$ cat config.mk
export PLATFORM = sky130hd
export DESIGN_NAME = i2c_regptr_slave
export DESIGN_NICKNAME = d
export VERILOG_FILES = /design/src/rtl/i2c_rp_pkg.sv /design/src/rtl/i2c_rp_sync.sv /design/src/rtl/i2c_rp_bank.sv /design/src/rtl/i2c_rp_ctrl.sv /design/src/rtl/i2c_regptr_slave.sv
export SDC_FILE = /design/constraint.sdc
export NUM_CORES = 1
export LEC_CHECK = 0
export ABC_AREA = 1
export BUFFER_PORTS_ARGS = -buffer_cell sky130_fd_sc_hd__clkbuf_2
export CORE_MARGIN = 2
export CORE_UTILIZATION = 64
export DETAILED_ROUTE_END_ITERATION = 16
export GPL_TIMING_DRIVEN = 0
export MAX_ROUTING_LAYER = met4
export PLACE_DENSITY = 0.89
export SLEW_MARGIN = 20
export SYNTH_ARGS = -nofsm -noshare
export SYNTH_HDL_FRONTEND = slang
export SYNTH_SLANG_ARGS = --single-unit
export TNS_END_PERCENT = 50
$ cat constraint.sdc
create_clock -name clk -period 2.5 [get_ports clk]
set_clock_uncertainty 0.05 [all_clocks]
set_input_delay 0.125 -clock clk [delete_from_list [all_inputs] [get_ports clk]]
set_output_delay 0.125 -clock clk [all_outputs]
set_load 0.01 [all_outputs]
$ cat src/rtl/i2c_rp_pkg.sv
package i2c_rp_pkg;

  typedef enum logic [2:0] {
    ST_IDLE,
    ST_RX,
    ST_ACK,
    ST_TX,
    ST_TXACK
  } fsm_t;

  typedef enum logic [1:0] {
    PH_ADDR,
    PH_PTR,
    PH_DATA
  } phase_t;

  typedef struct packed {
    logic start;
    logic stop;
    logic rise;
    logic fall;
    logic sda;
  } bus_evt_t;

endpackage

$ cat src/rtl/i2c_rp_sync.sv
module i2c_rp_sync
  import i2c_rp_pkg::*;
#(
  parameter int STAGES = 2
) (
  input  logic     clk,
  input  logic     rst,
  input  logic     scl_in,
  input  logic     sda_in,
  output bus_evt_t ev
);

  logic [STAGES-1:0] scl_q;
  logic [STAGES-1:0] sda_q;
  logic              scl_prev;
  logic              sda_prev;
  logic              scl_s;
  logic              sda_s;

  assign scl_s = scl_q[STAGES-1];
  assign sda_s = sda_q[STAGES-1];

  always_ff @(posedge clk) begin
    if (rst) begin
      scl_q    <= '1;
      sda_q    <= '1;
      scl_prev <= 1'b1;
      sda_prev <= 1'b1;
    end else begin
      scl_q    <= {scl_q[STAGES-2:0], scl_in};
      sda_q    <= {sda_q[STAGES-2:0], sda_in};
      scl_prev <= scl_s;
      sda_prev <= sda_s;
    end
  end

  always_comb begin
    ev.start = scl_s & scl_prev & sda_prev & ~sda_s;
    ev.stop  = scl_s & scl_prev & ~sda_prev & sda_s;
    ev.rise  = scl_s & ~scl_prev;
    ev.fall  = ~scl_s & scl_prev;
    ev.sda   = sda_s;
  end

endmodule

$ cat src/rtl/i2c_rp_bank.sv
module i2c_rp_bank #(
  parameter int NUM_REGS = 5,
  parameter int DATA_W   = 8,
  parameter int PTR_W    = 8
) (
  input  logic                       clk,
  input  logic                       rst,
  input  logic                       wr_en,
  input  logic [PTR_W-1:0]           wr_addr,
  input  logic [DATA_W-1:0]          wr_data,
  input  logic [PTR_W-1:0]           rd_addr,
  output logic [DATA_W-1:0]          rd_data,
  output logic [NUM_REGS*DATA_W-1:0] regs_flat
);

  localparam logic [PTR_W-1:0] LIMIT = PTR_W'(NUM_REGS);

  logic [DATA_W-1:0] mem [NUM_REGS];

  always_ff @(posedge clk) begin
    if (rst) begin
      for (int i = 0; i < NUM_REGS; i++) mem[i] <= '0;
    end else if (wr_en && (wr_addr < LIMIT)) begin
      mem[wr_addr] <= wr_data;
    end
  end

  always_comb begin
    rd_data = '0;
    for (int i = 0; i < NUM_REGS; i++)
      if (rd_addr == PTR_W'(i)) rd_data = mem[i];
  end

  for (genvar g = 0; g < NUM_REGS; g++) begin : g_flat
    assign regs_flat[g*DATA_W +: DATA_W] = mem[g];
  end

endmodule

$ cat src/rtl/i2c_rp_ctrl.sv
module i2c_rp_ctrl
  import i2c_rp_pkg::*;
#(
  parameter logic [6:0] DEV_ADDR = 7'b1001101,
  parameter int         DATA_W   = 8,
  parameter int         PTR_W    = 8
) (
  input  logic              clk,
  input  logic              rst,
  input  bus_evt_t          ev,
  input  logic [DATA_W-1:0] rd_data,
  output logic [PTR_W-1:0]  ptr,
  output logic              wr_en,
  output logic [PTR_W-1:0]  wr_addr,
  output logic [DATA_W-1:0] wr_data,
  output logic              sda_pull,
  output logic              bus_busy
);

  localparam int CNT_W = $clog2(DATA_W);
  localparam logic [CNT_W-1:0] LAST_BIT = CNT_W'(DATA_W - 1);

  fsm_t              state;
  phase_t            phase;
  logic [CNT_W-1:0]  bitcnt;
  logic [DATA_W-1:0] shreg;
  logic [DATA_W-1:0] txsh;
  logic [DATA_W-1:0] nb;
  logic              rw;
  logic              ptr_kept;
  logic              start_hi;
  logic              ack_on;
  logic              mack;

  assign nb = {shreg[DATA_W-2:0], ev.sda};

  always_ff @(posedge clk) begin
    wr_en <= 1'b0;
    if (rst) begin
      state    <= ST_IDLE;
      phase    <= PH_ADDR;
      bitcnt   <= '0;
      shreg    <= '0;
      txsh     <= '0;
      rw       <= 1'b0;
      ptr      <= '0;
      ptr_kept <= 1'b0;
      start_hi <= 1'b0;
      ack_on   <= 1'b0;
      mack     <= 1'b0;
      sda_pull <= 1'b0;
      bus_busy <= 1'b0;
      wr_addr  <= '0;
      wr_data  <= '0;
    end else begin
      if (ev.fall) start_hi <= 1'b0;
      if (ev.start) begin
        state    <= ST_RX;
        phase    <= PH_ADDR;
        bitcnt   <= '0;
        sda_pull <= 1'b0;
        bus_busy <= 1'b1;
        start_hi <= 1'b1;
        ack_on   <= 1'b0;
        mack     <= 1'b0;
      end else if (ev.stop && !start_hi) begin
        state    <= ST_IDLE;
        sda_pull <= 1'b0;
        bus_busy <= 1'b0;
        ptr_kept <= 1'b0;
      end else begin
        unique case (state)
          ST_RX: if (ev.rise) begin
            shreg <= nb;
            if (bitcnt == LAST_BIT) begin
              bitcnt <= '0;
              state  <= ST_ACK;
              ack_on <= 1'b0;
              unique case (phase)
                PH_ADDR: begin
                  if (nb[DATA_W-1:1] == DEV_ADDR) begin
                    rw <= nb[0];
                    if (nb[0] && !ptr_kept) ptr <= '0;
                  end else begin
                    state <= ST_IDLE;
                  end
                end
                PH_PTR: begin
                  ptr      <= PTR_W'(nb);
                  ptr_kept <= 1'b1;
                end
                default: begin
                  wr_en   <= 1'b1;
                  wr_addr <= ptr;
                  wr_data <= nb;
                  ptr     <= ptr + 1'b1;
                end
              endcase
            end else begin
              bitcnt <= bitcnt + 1'b1;
            end
          end
          ST_ACK: if (ev.fall) begin
            if (!ack_on) begin
              ack_on   <= 1'b1;
              sda_pull <= 1'b1;
            end else begin
              ack_on   <= 1'b0;
              sda_pull <= 1'b0;
              if (phase == PH_ADDR && rw) begin
                txsh     <= {rd_data[DATA_W-2:0], 1'b0};
                sda_pull <= ~rd_data[DATA_W-1];
                ptr      <= ptr + 1'b1;
                bitcnt   <= '0;
                state    <= ST_TX;
              end else begin
                state <= ST_RX;
                phase <= (phase == PH_ADDR) ? PH_PTR : PH_DATA;
              end
            end
          end
          ST_TX: if (ev.fall) begin
            if (bitcnt == LAST_BIT) begin
              sda_pull <= 1'b0;
              state    <= ST_TXACK;
            end else begin
              sda_pull <= ~txsh[DATA_W-1];
              txsh     <= {txsh[DATA_W-2:0], 1'b0};
              bitcnt   <= bitcnt + 1'b1;
            end
          end
          ST_TXACK: begin
            if (ev.rise) begin
              if (ev.sda) state <= ST_IDLE;
              else        mack  <= 1'b1;
            end
            if (ev.fall && mack) begin
              mack     <= 1'b0;
              txsh     <= {rd_data[DATA_W-2:0], 1'b0};
              sda_pull <= ~rd_data[DATA_W-1];
              ptr      <= ptr + 1'b1;
              bitcnt   <= '0;
              state    <= ST_TX;
            end
          end
          default: ;
        endcase
      end
    end
  end

endmodule

$ cat src/rtl/i2c_regptr_slave.sv
module i2c_regptr_slave
  import i2c_rp_pkg::*;
#(
  parameter logic [6:0] DEV_ADDR    = 7'b1001101,
  parameter int         NUM_REGS    = 5,
  parameter int         DATA_W      = 8,
  parameter int         PTR_W       = 8,
  parameter int         SYNC_STAGES = 2
) (
  input  logic                       clk,
  input  logic                       rst,
  input  logic                       scl_in,
  input  logic                       sda_in,
  output logic                       sda_pull_o,
  output logic [NUM_REGS*DATA_W-1:0] regs_o
);

  bus_evt_t          ev;
  logic [PTR_W-1:0]  ptr;
  logic              wr_en;
  logic [PTR_W-1:0]  wr_addr;
  logic [DATA_W-1:0] wr_data;
  logic [DATA_W-1:0] rd_data;
  logic              bus_busy;

  i2c_rp_sync #(.STAGES(SYNC_STAGES)) u_sync (
    .clk(clk), .rst(rst), .scl_in(scl_in), .sda_in(sda_in), .ev(ev)
  );

  i2c_rp_ctrl #(.DEV_ADDR(DEV_ADDR), .DATA_W(DATA_W), .PTR_W(PTR_W)) u_ctrl (
    .clk(clk), .rst(rst), .ev(ev), .rd_data(rd_data), .ptr(ptr),
    .wr_en(wr_en), .wr_addr(wr_addr), .wr_data(wr_data),
    .sda_pull(sda_pull_o), .bus_busy(bus_busy)
  );

  i2c_rp_bank #(.NUM_REGS(NUM_REGS), .DATA_W(DATA_W), .PTR_W(PTR_W)) u_bank (
    .clk(clk), .rst(rst), .wr_en(wr_en), .wr_addr(wr_addr),
    .wr_data(wr_data), .rd_addr(ptr), .rd_data(rd_data), .regs_flat(regs_o)
  );

endmodule

After elaboration in Yosys (flattened, before gate mapping):

Memories as Yosys holds them, arrays and structs flattened.
Cells that the tools add are included.

* bitwise logic cells: 20
* magnitude comparators: 1
* add/subtract/negate cells: 2
* reduce and logical (&&, ||, !) cells: 38
* shifts and indexed selects: 0
* equal/unequal tests: 33
* muxes and demuxes: 78
* div/mod/pow operators: 0
* $mul: 0

Operators by type and width (count)
* $mux W8: 20
* $mux W3: 19
* $pmux W8 S3: 2
* $reduce_and A9 Y1: 4
* $mux W1: 29
* $pmux W3 S4: 2
* $ne A4 B2 Y1 const B: 5
* $eq A8 B2 Y1 const B: 2
* $ne A2 B1 Y1 const B: 8
* $pmux W8 S2: 1
* $reduce_and A5 Y1: 3
* $reduce_bool A2 Y1: 7
* $not A1 Y1: 13
* $ne A3 B2 Y1 const B: 4
* $reduce_and A4 Y1: 3
* $reduce_and A11 Y1: 1
* $ne A5 B3 Y1 const B: 2
* $add A8 B1 Y8 const B: 1
* $eq A8 B1 Y1 const B: 1
* $eq A8 B3 Y1 const B: 1
* $logic_not A8 Y1: 1
* $lt A8 B3 Y1 const B: 1
* $reduce_or A8 Y1: 1
* $and A1 B1 Y1: 7
* 22 further kinds: 34

* memories kept: 1
* memory bits (writable): 40
* output and inout bits: 41
* register bits after elaboration: 60
* latch bits: 0
* memory bits (read-only): 0
* input port bits: 4

Memories
* u_bank.mem: words 5, bits a word 8, rd ports 5, clocked after Yosys merged registers in 0, wr ports 5, RTL line i2c_rp_bank.sv:18 `logic [DATA_W-1:0] mem [NUM_REGS];`

Longest topological paths before layout:

Gate-level depths: netlist (run 1).

* depth in word-level cells: 11
* mapped depth: 12
* depth with buffers taken out: 12

Hierarchy:

A second synthesis (run 1) with hierarchy kept.

* cell total of the unflattened synthesis: 620
* area, all modules: 5019.8 sq um

By module, submodules not included
* i2c_rp_ctrl: cells an instance 395, instances 1, area each 2733.9 sq um, seq. area each 1081.0 sq um
* i2c_rp_bank: cells an instance 200, instances 1, area each 2080.7 sq um, seq. area each 1201.2 sq um
* i2c_rp_sync: cells an instance 25, instances 1, area each 205.2 sq um, seq. area each 120.1 sq um

Least setup slack after synthesis (run 1):

No wires, ideal clock.

* path kind: register -> register
* from: reg u_ctrl.wr_addr[5]
* to: mem u_bank.mem[0][0] (enable)
* cell stages (with the launch flop): 8
* data arrival time: 1284 ps
* period minus slack after synthesis: 1663 ps
* required time: 2121 ps
* slack: 837 ps
* path through: dfxtp_1 inv_1 nand2_1 nor4_1 nand2_1 nor2_1 nand2_1 nand2_1

RTL lines
* start: declaration: RTL line i2c_rp_ctrl.sv:14 `output logic [PTR_W-1:0] wr_addr,`
* start signal: assignment: RTL line i2c_rp_ctrl.sv:94 `wr_addr <= ptr;`
* end: declaration: RTL line i2c_rp_bank.sv:18

==> results of run 1 <==
==> critical path, cell delays in order (launching register included) <==
cell and delay, ns:
dfxtp_1 0.31, inv_1 0.07, nand2_1 0.06, nor4_1 0.32, nand2_1 0.12, nor2_1 0.15, nand2_1 0.25, nand2_1 0.37
==> registers in the layout, summed over array words and instances, names as in the netlist, 2 cells and up <==
signal / cells
u_bank.mem: 40
u_ctrl.bitcnt: 3
u_ctrl.phase: 2
u_ctrl.ptr: 8
u_ctrl.shreg: 7
u_ctrl.state: 3
u_ctrl.txsh: 7
u_ctrl.wr_addr: 8
u_ctrl.wr_data: 8
u_sync.scl_q: 2
u_sync.sda_q: 2
==> path summary, 6_finish.rpt <==
check	start	endpoint	slack [ns]	cells past startpoint
worst max-delay path	u_ctrl.wr_addr[5]	u_bank.mem[2][7]	0.48	7
worst min-delay path	rst	u_ctrl.mack	0.04	4
worst max register to register	u_ctrl.wr_addr[5]	u_bank.mem[2][7]	0.48	7
worst min register to register	u_sync.sda_q[0]	u_sync.sda_q[1]	0.37	1
==> metal layers <==
metal / global-route usage [%] / vias up / part of all wire, %
li1: - / 2069 / -
met1: 40.7 / 1956 / 43
met2: 46.8 / 180 / 46
met3: 7.96 / 28 / 8.4
met4: 9.87 / 0 / 2.2
met5: - / - / 0
==> power groups by stage <==
stage                     clock (W)  sequential, W  combinational (W)
after CTS                   0.00102        0.00195            0.00189
after global routing        0.00109        0.00197            0.00217
after detailed placement          0        0.00199            0.00187
after global placement            0        0.00198            0.00183
after floorplan                   0        0.00198            0.00140
final                       0.00102        0.00196            0.00193
==> cells in the mapped netlist, types with 6 or more instances <==
cell type and n:
nor3_1 8, o21ai_0 25, a21oi_1 54, inv_2 15
o21ai_1 15, nand3_1 25, nor2_1 114, nand2_2 8
edfxtp_1 40, nand2_1 110, inv_1 53, a21oi_2 6
dfxtp_1 59, nor2_2 9, ha_1 6
==> final cells by class <==
type                       instances  area [um^2]
clock buffer                      10          128
inverter                          71          270
clock inverter                     6         62.6
multi-input combinational        417         2040
tap                               99          124
buffer                            11         66.3
sequential                        99         2380
fill                             597         1900
timing repair buffer              46          240
==> cells by family after synthesis <==
family	Yosys count	synth area share [%]
fa+ha+maj	6	1.58
buf+inv	82	7.07
simple gates	293	27.0
compound gates	115	13.7
flops	99	50.1
xor+xnor	3	0.552
==> stage by stage <==
stage          area (um^2)  setup WS [ns]
3_5_place_dp          5100          0.450
2_1_floorplan         4760          0.837
5_1_grt               5310          0.335
4_1_cts               5310          0.491
6_report              5310          0.484
3_3_place_gp          5100          0.513
==> repair_timing <==
item / in CTS / in global routing
endpoints found under the hold margin: 2 / 0
endpoints found under the setup margin: 0 / 0
hold buffers: 2 / 0
==> impl_metrics.json, run 1 <==
{
  "p_comb_share_pct": 39.4,
  "syn-num-nets": 608,
  "cts_tree": "built",
  "layout_common_cells": "114 x nor2_1, 110 x nand2_1, 59 x dfxtp_1",
  "drtIter0Drc": 406,
  "finalCriticalPeriod_ns": 2.02,
  "required_ns": 2.50,
  "htreeDepth": 3,
  "dpl.cell_count": 741,
  "antenna_found_initial": 0,
  "avgSynthCellArea_um2": 7.95,
  "ys_types": 40,
  "gp_congestion": 0.912,
  "sequentialPowerShare_pct": 39.8,
  "p_leak_nw": 2.16,
  "overflow": 0,
  "netSwitchingFraction_pct": 41.1,
  "holdWs_ns": 0.0380,
  "end_kind": "flip-flop",
  "final_common_cell": "nor2_1",
  "grt_first_pass_wirelength_um": 19200,
  "portBuffers": 44,
  "setup_viol": 0,
  "cts-root-buf": "clkbuf_8",
  "wl_per_cell_um": 15.5,
  "worstPathMaxFanout": 9,
  "areaGrowthSynthToFinish_pct": 11.7,
  "netlist.top_cell.by_area": "edfxtp_1",
  "min_path_type": "primary input to flip-flop",
  "ant_nets": 0,
  "die_h_um": 90.2,
  "ys_seq_area_share_pct": 50.1,
  "status": "finished, final reports clean",
  "grt_use_total_pct": 30.8,
  "utilization_pct": 73.6,
  "hold_viol_final": 0,
  "worstSetupStartpointType": "flip-flop",
  "fin_setup_tns_ns": 0,
  "drtPass1Iterations": 4,
  "die_width_um": 90.2,
  "drive_gt1_share_pct": 18.3,
  "diodes": 0,
  "synth_edf_count": 40,
  "cts.reportedPaths.clkPinSlew_ns": 0.10,
  "cts_sinks": 99,
  "max-vdd-ir-drop_mv": 0.482,
  "ys_ff_latch": 99,
  "synthTopCellsByArea": "edfxtp_1 25%, dfxtp_1 25%, nor2_1 9.0%",
  "ys_warn_count": 0,
  "hpwl_um": 8740,
  "grt_max_degree": 17,
  "rsz0062_at_grt": "no",
  "cts_buffers": 9,
  "synth_area_um2": 4760,
  "post_cts_buffers": 0,
  "synthArstFlopShare_pct": 0,
  "synthCells": 598,
  "start_util_pct": 65.9,
  "clock_path_buffers": 2,
  "wl_um": 11800,
  "synth_top_area_share_pct": 25.2,
  "fp.coreArea_um2": 7210,
  "arrival_ns": 2.02,
  "grt_pass1_vias": 4003,
  "worstSkewPairLatency_ns": 0.37,
  "switchingPower_w": 0.00202,
  "via_per_inst": 5.58,
  "die_area_um2": 8140,
  "cap_viol_max_count": 0,
  "io_pins": 45,
  "cts_resized": 0,
  "power_frac_clock_pct": 20.8,
  "max_freq_mhz": 496,
  "row_count": 31,
  "fin_total_pwr_w": 0.00491,
  "fin_nets": 665,
  "vias": 4233,
  "worstSetupPathType": "flip-flop to flip-flop",
  "p_int_w": 0.00289,
  "power_density_nw_per_um2": 924,
  "ys.flop_type": "dfxtp_1",
  "stdcell_count": 759,
  "tightest_slew_ns": 0.631,
  "drc_errors": 0,
  "drv_slew": 0,
  "finalCritPeriodShare_pct": 80.7,
  "slew_headroom_pct": 57.8
}
No activity file was read; power rests on OpenSTA's default activity.
==> run 2: changes to the inputs <==
--- a/config.mk
+++ b/config.mk
@@ -5,14 +5,14 @@
 export SDC_FILE = /design/constraint.sdc
 export NUM_CORES = 1
 export LEC_CHECK = 0
-export ABC_AREA = 1
+export ABC_AREA = 0
 export BUFFER_PORTS_ARGS = -buffer_cell sky130_fd_sc_hd__clkbuf_2
 export CORE_MARGIN = 2
-export CORE_UTILIZATION = 64
+export CORE_UTILIZATION = 54
 export DETAILED_ROUTE_END_ITERATION = 16
 export GPL_TIMING_DRIVEN = 0
 export MAX_ROUTING_LAYER = met4
-export PLACE_DENSITY = 0.89
+export PLACE_DENSITY = 0.8
 export SLEW_MARGIN = 20
 export SYNTH_ARGS = -nofsm -noshare
 export SYNTH_HDL_FRONTEND = slang
==> constraint.sdc (replaced) <==
create_clock -name clk -period 1.8 [get_ports clk]
set_clock_uncertainty 0.05 [all_clocks]
set_input_delay 0.09 -clock clk [delete_from_list [all_inputs] [get_ports clk]]
set_output_delay 0.09 -clock clk [all_outputs]
set_load 0.01 [all_outputs]
==> run 2 against run 1 <==
The run now ends with negative setup slack left. Combinational power is 86% lower. Maximum frequency is 4.5% lower. Cell area is 21% higher. Largest power group unchanged. Cell count is 6.3% lower. Synthesized cell count is 16% lower. Highest routed layer unchanged.
==> impl_metrics.json, run 2 <==
{
  "status": "complete, but fails checks",
  "violations": "negative setup slack",
  "avgSynthCellArea_um2": 9.91,
  "drv_slew": 0,
  "min-delay-start": "rst",
  "clock_path_buffers": 2,
  "regMostFlops": "u_bank.mem",
  "htreeDepth": 3,
  "overflow": 0,
  "die_h_um": 100,
  "netSwitchingFraction_pct": 24.4,
  "required_ns": 2.03,
  "grt_use_total_pct": 28.7,
  "diodes": 0,
  "cts.reportedPaths.clkPinSlew_ns": 0.11,
  "power_density_nw_per_um2": 647,
  "wl_per_cell_um": 20.1,
  "cts-root-buf": "clkbuf_8",
  "hold-path-endpoint": "u_ctrl.state[1]",
  "row_count": 35,
  "vias": 4315,
  "ys_ff_latch": 99,
  "setup_viol": 102,
  "timing.rr.end": "u_ctrl.txsh[4]",
  "synth_top_area_share_pct": 24.0,
  "reg2reg_from": "u_ctrl.bitcnt[0]",
  "min_path_type": "primary input to flip-flop",
  "switchingPower_w": 0.00101,
  "sequentialPowerShare_pct": 57.6,
  "rsz0062_at_grt": "yes",
  "p_leak_nw": 2.56,
  "num-fill-cells": 641,
  "wl_um": 14300,
  "drtPass1Iterations": 6,
  "power_frac_clock_pct": 36.0,
  "fin_total_pwr_w": 0.00415,
  "worstPathMaxFanout": 5,
  "crit_top_cell": "ha_4",
  "stdcell_count": 711,
  "via_per_inst": 6.07,
  "path_delay_family": "compound AO/OA/AOI/OAI gates",
  "r2r_slack_ns": -0.31,
  "fp.coreArea_um2": 9110,
  "hpwl_um": 9340,
  "synth_edf_count": 40,
  "dpl.cell_count": 659,
  "ys_seq_area_share_pct": 47.6,
  "synthArstFlopShare_pct": 0,
  "hold_viol_final": 0,
  "fin_ws_ns": -0.311,
  "ys_types": 80,
  "cts_sinks": 99,
  "cts_buffers": 9,
  "finalCriticalPeriod_ns": 2.11,
  "io_pins": 45,
  "finalCritPeriodShare_pct": 117,
  "grt_max_degree": 19,
  "synthTopCellsByArea": "edfxtp_1 24%, dfxtp_1 24%, and2_1 5.1%",
  "crit_path_start": "u_ctrl.bitcnt[0]",
  "crit_slowest_cell": "dfxtp_2",
  "syn-num-nets": 515,
  "worstSkewPairLatency_ns": 0.37,
  "fin_nets": 605,
  "synthCells": 505,
  "r2r_cells": 9,
  "utilization_pct": 70.4,
  "synth_most_common_cell": "dfxtp_1",
  "ys_warn_count": 0,
  "max-vdd-ir-drop_mv": 0.356,
  "worstSetupPathType": "flip-flop to flip-flop",
  "slowest_delay_ns": 0.36,
  "cts_tree": "built",
  "antenna_found_initial": 0,
  "p_int_w": 0.00314,
  "end_kind": "flip-flop",
  "final_common_cell": "dfxtp_1",
  "drive_gt1_share_pct": 37.5,
  "cap_viol_max_count": 0,
  "holdWs_ns": 0.0405,
  "synth_area_um2": 5000,
  "tightest_slew_ns": 0.699,
  "slew_headroom_pct": 53.4,
  "areaGrowthSynthToFinish_pct": 28.1,
  "netlist.top_cell.by_area": "edfxtp_1",
  "path_cells": "ha_4 -> ha_4 -> nor3b_4 -> o21ai_2 -> a2111oi_4 -> buf_4 -> buf_6 -> nor2_4 -> a311oi_2",
  "die_width_um": 100,
  "portBuffers": 43,
  "drtIter0Drc": 498,
  "p_comb_share_pct": 6.4,
  "die_area_um2": 10100,
  "drc_errors": 0,
  "largest_register_ffs": 40,
  "grt_first_pass_wirelength_um": 21600,
  "arrival_ns": 2.34,
  "max_freq_mhz": 474,
  "ys_top_cells_by_count": "59 x dfxtp_1, 47 x nor2_1, 41 x and2_1",
  "start_util_pct": 54.9,
  "gp_congestion": 0.913,
  "layout_common_cells": "44 x dfxtp_1, 43 x clkbuf_2, 40 x nor2_1, 40 x edfxtp_1, 36 x nand2_1",
  "whs_path_depth": 3,
  "ant_nets": 0,
  "ys.flop_type": "dfxtp_1",
  "grt_pass1_vias": 4108,
  "worstSetupStartpointType": "flip-flop",
  "path_buf_inv": 2
}
==> run 2: changes by cell type after synthesis, sizes merged, moves of 6 or more <==
cell,change
and2,+42
clkbuf,+12
mux2i,+24
nor2,-79
or2,+6
nand3b,+6
nand2,-81
a21oi,-20
o31ai,+7
buf,+7
nand3,-13
a31oi,+8
o21ai,-33
inv,-54
==> run 2: area by class of cell <==
type / instances / area [um^2] / share of cell area [%]
buffer: 25 / 215 / 3.36
inverter: 16 / 60.1 / 0.937
clock inverter: 7 / 83.8 / 1.31
tap: 111 / 139 / 2.17
multi-input combinational: 359 / 2780 / 43.4
timing repair buffer: 85 / 591 / 9.21
sequential: 99 / 2420 / 37.7
clock buffer: 9 / 124 / 1.93
==> run 2: stage by stage <==
step	worst slack [ns]	TNS (ns)	instance area [um^2]
2_1_floorplan	-0.141	-7.02	5080
3_3_place_gp	-0.521	-30.51	5430
3_5_place_dp	-0.580	-36.13	5430
4_1_cts	-0.301	-14.39	6150
5_1_grt	-0.388	-27.92	6410
6_report	-0.311	-20.63	6410
==> run 2: how the worst max path moves through the flow <==
| stage | end | slack [ns] | cells after the start |
|---|---|---|---|
| after global routing | u_bank.mem[1][5] | -0.39 | 5 |
| final | u_ctrl.txsh[4] | -0.31 | 9 |
| after detailed placement | u_ctrl.txsh[2] | -0.58 | 6 |
| after CTS | u_ctrl.bitcnt[2] | -0.30 | 7 |
| after global placement | u_ctrl.txsh[2] | -0.52 | 6 |
| after floorplan | u_bank.mem[1][0] | -0.14 | 5 |
==> run 2: cells by family after synthesis <==
logic type,after synthesis,share of synthesized area [%]
buffers and inverters,47,5.45
adders and majority gates,6,1.50
and+or+nand+nor,218,24.5
xor gates and xnor gates,1,0.175
AOI/OAI and AO/OA,110,16.0
muxes,24,4.80
DFF,99,47.6
==> run 2: power groups by stage <==
stage	Clock, W	Sequential [W]	Combinational [W]
2_1_floorplan	0	0.00246	0.000109
3_3_place_gp	0	0.00245	0.000201
5_1_grt	0.00160	0.00239	0.000284
3_5_place_dp	0	0.00245	0.000204
6_report	0.00149	0.00239	0.000267
4_1_cts	0.00149	0.00239	0.000251
==> run 2: worst register-to-register path: cells and delay by family, from the launching register on <==
kind / cells / cell delay (ns)
AND/OR/NAND/NOR: 2 / 0.25
adder cells (fa/ha/maj): 2 / 0.32
flip-flops: 1 / 0.36
buffers and inverters: 2 / 0.33
AO/OA/AOI/OAI: 3 / 0.73
==> run 2: per-layer routing <==
metal	vias to the layer above	share of wire, %	global-route usage, %
li1	2016	-	-
met1	2077	43	39.5
met2	194	48	43.9
met3	28	7.7	4.25
met4	0	1.9	9.17
met5	-	0	-
==> run 2: repair_timing <==
action,4_1_cts,5_1_grt
hold buffers,2,0
setup buffers,30,9
pin swaps,27,20
setup endpoints to repair,121,113
gates cloned,1,0
resized for setup,76,61
hold endpoints to repair,2,0
